## config.mk

```make
export PLATFORM = sky130hd
export DESIGN_NAME = bcd_updn_counter
export DESIGN_NICKNAME = d
export VERILOG_FILES = /design/src/rtl/bcd_updn_pkg.sv /design/src/rtl/bcd_edge_sense.sv /design/src/rtl/bcd_step_logic.sv /design/src/rtl/bcd_updn_counter.sv
export SDC_FILE = /design/constraint.sdc
export NUM_CORES = 1
export LEC_CHECK = 0
export BUFFER_PORTS_ARGS = -buffer_cell sky130_fd_sc_hd__buf_4
export CAP_MARGIN = 20
export CORE_AREA = 2 2 39 41
export CTS_BUF_LIST = sky130_fd_sc_hd__clkbuf_4
export CTS_CLUSTER_DIAMETER = 40
export DETAILED_ROUTE_END_ITERATION = 6
export DIE_AREA = 0 0 41 43
export GPL_TIMING_DRIVEN = 0
export PLACE_DENSITY = 0.65
export SKIP_LAST_GASP = 1
export SYNTH_ARGS = -nofsm -noshare
export SYNTH_HDL_FRONTEND = slang
export SYNTH_HIERARCHICAL = 1
export SYNTH_SLANG_ARGS = --single-unit
```

## constraint.sdc

```tcl
create_clock -name clk -period 1.99 [get_ports clk]
set_input_delay 0.0995 -clock clk [delete_from_list [all_inputs] [get_ports clk]]
set_output_delay 0.0995 -clock clk [all_outputs]
set_load 0.01 [all_outputs]
```

## src/rtl/bcd_updn_pkg.sv

```systemverilog
package bcd_updn_pkg;
   localparam int BCD_W = 4;
   typedef logic [BCD_W-1:0] bcd_code_t;

   // operation applied to the digit on a clock edge, in priority order
   typedef enum logic [2:0] {
      OP_HOLD  = 3'd0,
      OP_CLEAR = 3'd1,
      OP_LOAD  = 3'd2,
      OP_INC   = 3'd3,
      OP_DEC   = 3'd4
   } bcd_op_e;
endpackage

```

## src/rtl/bcd_edge_sense.sv

```systemverilog
module bcd_edge_sense #(
   parameter int SYNC_STAGES = 0
) (
   input  logic clk,
   input  logic rst_n,
   input  logic pin,
   output logic level,
   output logic rise
);
   logic prev_q;

   generate
      if (SYNC_STAGES < 0) begin : g_bad
         $error("bcd_edge_sense: SYNC_STAGES must not be negative");
      end
      if (SYNC_STAGES == 0) begin : g_direct
         assign level = pin;
      end else begin : g_sync
         logic [SYNC_STAGES-1:0] chain_q;
         always_ff @(posedge clk or negedge rst_n) begin
            if (!rst_n) chain_q <= '1;
            else        chain_q <= {chain_q[SYNC_STAGES-2+1-1:0], pin} >> 0;
         end
         assign level = chain_q[SYNC_STAGES-1];
      end
   endgenerate

   always_ff @(posedge clk or negedge rst_n) begin
      if (!rst_n) prev_q <= 1'b1;
      else        prev_q <= level;
   end

   assign rise = level & ~prev_q;
endmodule

```

## src/rtl/bcd_step_logic.sv

```systemverilog
module bcd_step_logic
   import bcd_updn_pkg::*;
(
   input  bcd_code_t cur,
   output bcd_code_t nxt_up,
   output bcd_code_t nxt_dn
);
   localparam bcd_code_t TOP_CODE = bcd_code_t'(9);

   always_comb begin
      unique case (cur)
         4'd9:    nxt_up = 4'd0;
         4'd11:   nxt_up = 4'd6;
         4'd13:   nxt_up = 4'd4;
         4'd15:   nxt_up = 4'd2;
         default: nxt_up = cur + 4'd1;   // 0..8, 10, 12, 14
      endcase
   end

   always_comb begin
      if (cur == '0) nxt_dn = TOP_CODE;
      else           nxt_dn = cur - 4'd1;  // also 10..15
   end
endmodule

```

## src/rtl/bcd_updn_counter.sv

```systemverilog
module bcd_updn_counter
   import bcd_updn_pkg::*;
#(
   parameter int DIGIT_W     = 4,
   parameter int SYNC_STAGES = 0
) (
   input  logic               clk,
   input  logic               rst_n,
   input  logic               clr,
   input  logic               load_n,
   input  logic [DIGIT_W-1:0] din,
   input  logic               count_up,
   input  logic               count_dn,
   output logic [DIGIT_W-1:0] q,
   output logic               carry_n,
   output logic               borrow_n
);
   localparam logic [DIGIT_W-1:0] TOP_CODE  = DIGIT_W'(9);
   localparam logic [DIGIT_W-1:0] ZERO_CODE = '0;

   generate
      if (DIGIT_W != BCD_W) begin : g_width_chk
         $error("bcd_updn_counter: DIGIT_W must equal 4 for a BCD digit");
      end
   endgenerate

   logic up_lvl, up_rise, dn_lvl, dn_rise;
   logic up_ok, dn_ok;
   bcd_code_t nxt_up, nxt_dn, cnt_q;
   bcd_op_e   op;

   bcd_edge_sense #(.SYNC_STAGES(SYNC_STAGES)) u_up_edge (
      .clk(clk), .rst_n(rst_n), .pin(count_up), .level(up_lvl), .rise(up_rise)
   );
   bcd_edge_sense #(.SYNC_STAGES(SYNC_STAGES)) u_dn_edge (
      .clk(clk), .rst_n(rst_n), .pin(count_dn), .level(dn_lvl), .rise(dn_rise)
   );

   bcd_step_logic u_step (.cur(cnt_q), .nxt_up(nxt_up), .nxt_dn(nxt_dn));

   // an edge counts only while the opposite input sits high and is not rising too
   assign up_ok = up_rise & dn_lvl & ~dn_rise;
   assign dn_ok = dn_rise & up_lvl & ~up_rise;

   always_comb begin
      if (clr)          op = OP_CLEAR;
      else if (!load_n) op = OP_LOAD;
      else if (up_ok)   op = OP_INC;
      else if (dn_ok)   op = OP_DEC;
      else              op = OP_HOLD;
   end

   always_ff @(posedge clk or negedge rst_n) begin
      if (!rst_n) cnt_q <= '0;
      else begin
         unique case (op)
            OP_CLEAR: cnt_q <= '0;
            OP_LOAD:  cnt_q <= din;
            OP_INC:   cnt_q <= nxt_up;
            OP_DEC:   cnt_q <= nxt_dn;
            default:  cnt_q <= cnt_q;
         endcase
      end
   end

   assign q        = cnt_q;
   assign carry_n  = ~(~up_lvl & (cnt_q == TOP_CODE));
   assign borrow_n = ~(~dn_lvl & (cnt_q == ZERO_CODE));

   p_clear_r1: assert property (@(posedge clk) disable iff (!rst_n)
      clr |=> q == ZERO_CODE);

   p_load_r2: assert property (@(posedge clk) disable iff (!rst_n)
      !clr && !load_n |=> q == $past(din));

   p_hold_r3: assert property (@(posedge clk) disable iff (!rst_n)
      !clr && load_n && !up_rise && !dn_rise |=> $stable(q));

   p_both_rise_r3: assert property (@(posedge clk) disable iff (!rst_n)
      !clr && load_n && up_rise && dn_rise |=> $stable(q));

   p_up_wrap_r4: assert property (@(posedge clk) disable iff (!rst_n)
      !clr && load_n && up_ok && q == TOP_CODE |=> q == ZERO_CODE);

   p_dn_wrap_r5: assert property (@(posedge clk) disable iff (!rst_n)
      !clr && load_n && dn_ok && q == ZERO_CODE |=> q == TOP_CODE);

   p_recover_15_r6: assert property (@(posedge clk) disable iff (!rst_n)
      !clr && load_n && up_ok && q == 4'd15 |=> q == 4'd2);

   p_illegal_dn_r7: assert property (@(posedge clk) disable iff (!rst_n)
      !clr && load_n && dn_ok && q > TOP_CODE |=> q == $past(q) - 4'd1);

   p_carry_idle_r8: assert property (@(posedge clk) disable iff (!rst_n)
      count_up |-> carry_n);

   p_borrow_idle_r9: assert property (@(posedge clk) disable iff (!rst_n)
      count_dn |-> borrow_n);
endmodule

```

==> results.yml <==
worst_setup_path:
  worstSetupPathType: "register to register"
  startpoint_type: "register"
  cp_cell_sequence: "buf_6 > inv_1 > ha_1 > mux2_2 > a32o_1 > a221o_1"
  critPathRequiredTime_ps: 2120
  cp_max_fo: 10
  rr_worst_depth: 6
  cp.arrival_ps: 1990
  critPathSlowestCell: "dfrtp_1"
  end_kind: "register"
  slowest_delay_ps: 480
cts:
  clk_pin_slew_ps: 50
  postCtsResizedCells: 0
  cts_htree_levels: 1
  cts_tree: "done"
  worstSkewPairLatency_ps: 250
  cts_inserted_buffers: 3
  clk_path_buf_depth: 2
  cts-root-buf: "clkbuf_4"
  clock_sinks: 6
timing:
  setup_slack_ps: 123
  setup-tns-final_ps: 0
  slew_headroom_pct: 77.2
  hold_viol: 0
  max_freq_mhz: 536
  tightestPinTransition_ps: 341
  grt_setup_unrepaired: "false"
  fin_crit_ps: 1870
  final_max_slew_viol_count: 0
  clock_skew_ps: 6.07
  setup_viol: 0
  finalCritPeriodShare_pct: 93.8
finish:
  syn2layout_area_growth_pct: 34.0
  layout-drive-gt1-share_pct: 38.8
  seqCellArea_um2: 153
  num-fill-cells: 128
  diodes: 0
  final_common_cell: "buf_4"
  nets: 95
  final_area_um2: 759
  multiInputGateArea_um2: 368
power_and_ir_drop:
  switching_share_pct: 27.6
  seq_power_share_pct: 36.4
  switchingPower_mw: 0.112
  intPower_mw: 0.292
  pwr_density_cell_nw_per_um2: 532
  combPwrFrac_pct: 30.6
  leakage_nw: 0.359
  peakVddDrop_mv: 0.209
  clock_power_share_pct: 32.9
yosys:
  synth-edff-count: 0
  ys_seq_area_share_pct: 26.9
  synth_warnings: 6
  synth_seq_cells: 6
  synth_nets: 72
  synthFlopType: "dfrtp_1"
  synth_cells: 58
  netlist_area_um2: 567
  async_flop_share_pct: 100
  avgSynthCellArea_um2: 9.77
  ys_types: 31
run:
  max_cap_violations: 0
global_routing:
  track_usage_pct: 17.9
  grt_max_degree: 13
  grt_pass1_wl_mm: 2.17
  gr-total-overflow: 0
  grt_pass1_vias: 516
  antenna_found_initial: 0
placed_design:
  finalWeightedCongestion: 0.758
  dp_slack_ps: 110
  placed_area_um2: 699
  io_buffer_count: 15
  dp_hpwl_um: 960
status:
  status: "finished, final reports clean"
die:
  io_pins: 16
  start_util_pct: 41.0
  fp.coreArea_um2: 1380
  num_rows: 14
  dieHeight_um: 43
  dieArea_um2: 1760
  die_w_um: 41
hold_path:
  min_path_type: "primary input to async pin"
route:
  avgRoutedWirePerCell_um: 12.9
  num_vias: 538
  dr.pass1.iters: 2
  drt_iter0_markers: 2
  ant_nets: 0
  wirelength_mm: 1.24
  vias_per_cell: 5.60
  route.detailed.drc: 0
## area by class of cell
| class | count | area share (%) |
|---|---|---|
| Buffer | 4 | 4.12 |
| Clock buffer | 4 | 3.95 |
| Inverter | 4 | 1.98 |
| Multi-Input combinational cell | 44 | 48.4 |
| Sequential cell | 6 | 20.1 |
| Tap cell | 16 | 2.64 |
| Timing Repair Buffer | 18 | 18.8 |
## path summary, 6_finish.rpt
| kind | from | to | slack, ps |
|---|---|---|---|
| max in group asynchronous | rst_n | u_up_edge/prev_q | 1580 |
| min reg2reg | q[2] | q[2] | 610 |
| max reg2reg | q[0] | q[1] | 120 |
| min | rst_n | q[3] | 200 |
| min in group clk | din[0] | q[0] | 200 |
| max | q[0] | q[1] | 120 |
## critical path, delay by kind of cell (launching register included)
| kind | cells | cell delay [ps] |
|---|---|---|
| AOI/OAI and AO/OA | 2 | 490 |
| DFF | 1 | 480 |
| adders and majority gates | 1 | 280 |
| muxes | 1 | 260 |
| buffers and inverters | 2 | 240 |
## cell usage after synthesis, drive strengths merged, types with 2 or more instances
cell type,number,area [µm²]
a21o,2,16.3
nor2b,5,46.3
nand2,2,7.51
nand4b,3,26.3
a221o,4,40.0
a32o,3,30.0
dfstp,2,52.6
buf,3,26.3
nor2,4,15.0
ha,4,50.1
o21ai,2,10.0
dfrtp,4,100
inv,4,15.0
nand3b,2,15.0
## flip-flops by register name (all words and copies together) (netlist names)
name	count
q	4
u_up_edge/prev_q	1
u_dn_edge/prev_q	1
## cell families (layout without fill, tap and decap cells)
group	after synthesis	after routing	share of synthesized area, %
adder cells (fa/ha/maj)	4	4	8.83
AND/OR/NAND/NOR	23	23	29.8
buffers and inverters	8	30	8.17
flip-flops	6	6	26.9
multiplexers	1	1	1.99
AO/OA/AOI/OAI	16	16	24.3
## through the flow
stage	total power, mW	hold slack (ps)	cells	utilization, %
2_1_floorplan	0.221	-196	58	-
3_3_place_gp	0.268	-95.0	89	50.5
3_5_place_dp	0.268	-92.2	89	50.5
4_1_cts	0.409	193	96	54.9
5_1_grt	0.440	197	96	54.9
6_report	0.404	199	96	54.9
## metal layers
layer / vias to the layer above / part of all wire [%] / track usage, %
li1: 267 / - / -
met1: 254 / 48 / 25.8
met2: 14 / 47 / 23.1
met3: 3 / 3.2 / 3.14
met4: 0 / 1.9 / 12.0
met5: - / 0 / 0
## power groups by stage
stage	combinational [mW]	clock, mW	sequential (mW)
2_1_floorplan	0.0736	0	0.148
3_3_place_gp	0.119	0	0.149
3_5_place_dp	0.119	0	0.149
4_1_cts	0.125	0.137	0.147
5_1_grt	0.139	0.152	0.149
6_report	0.124	0.133	0.147
## timing repair
item,CTS,global route
setup buffers,0,0
hold buffers,3,0
endpoints found under the hold margin,8,0
Power figures use the tool's default switching activity.
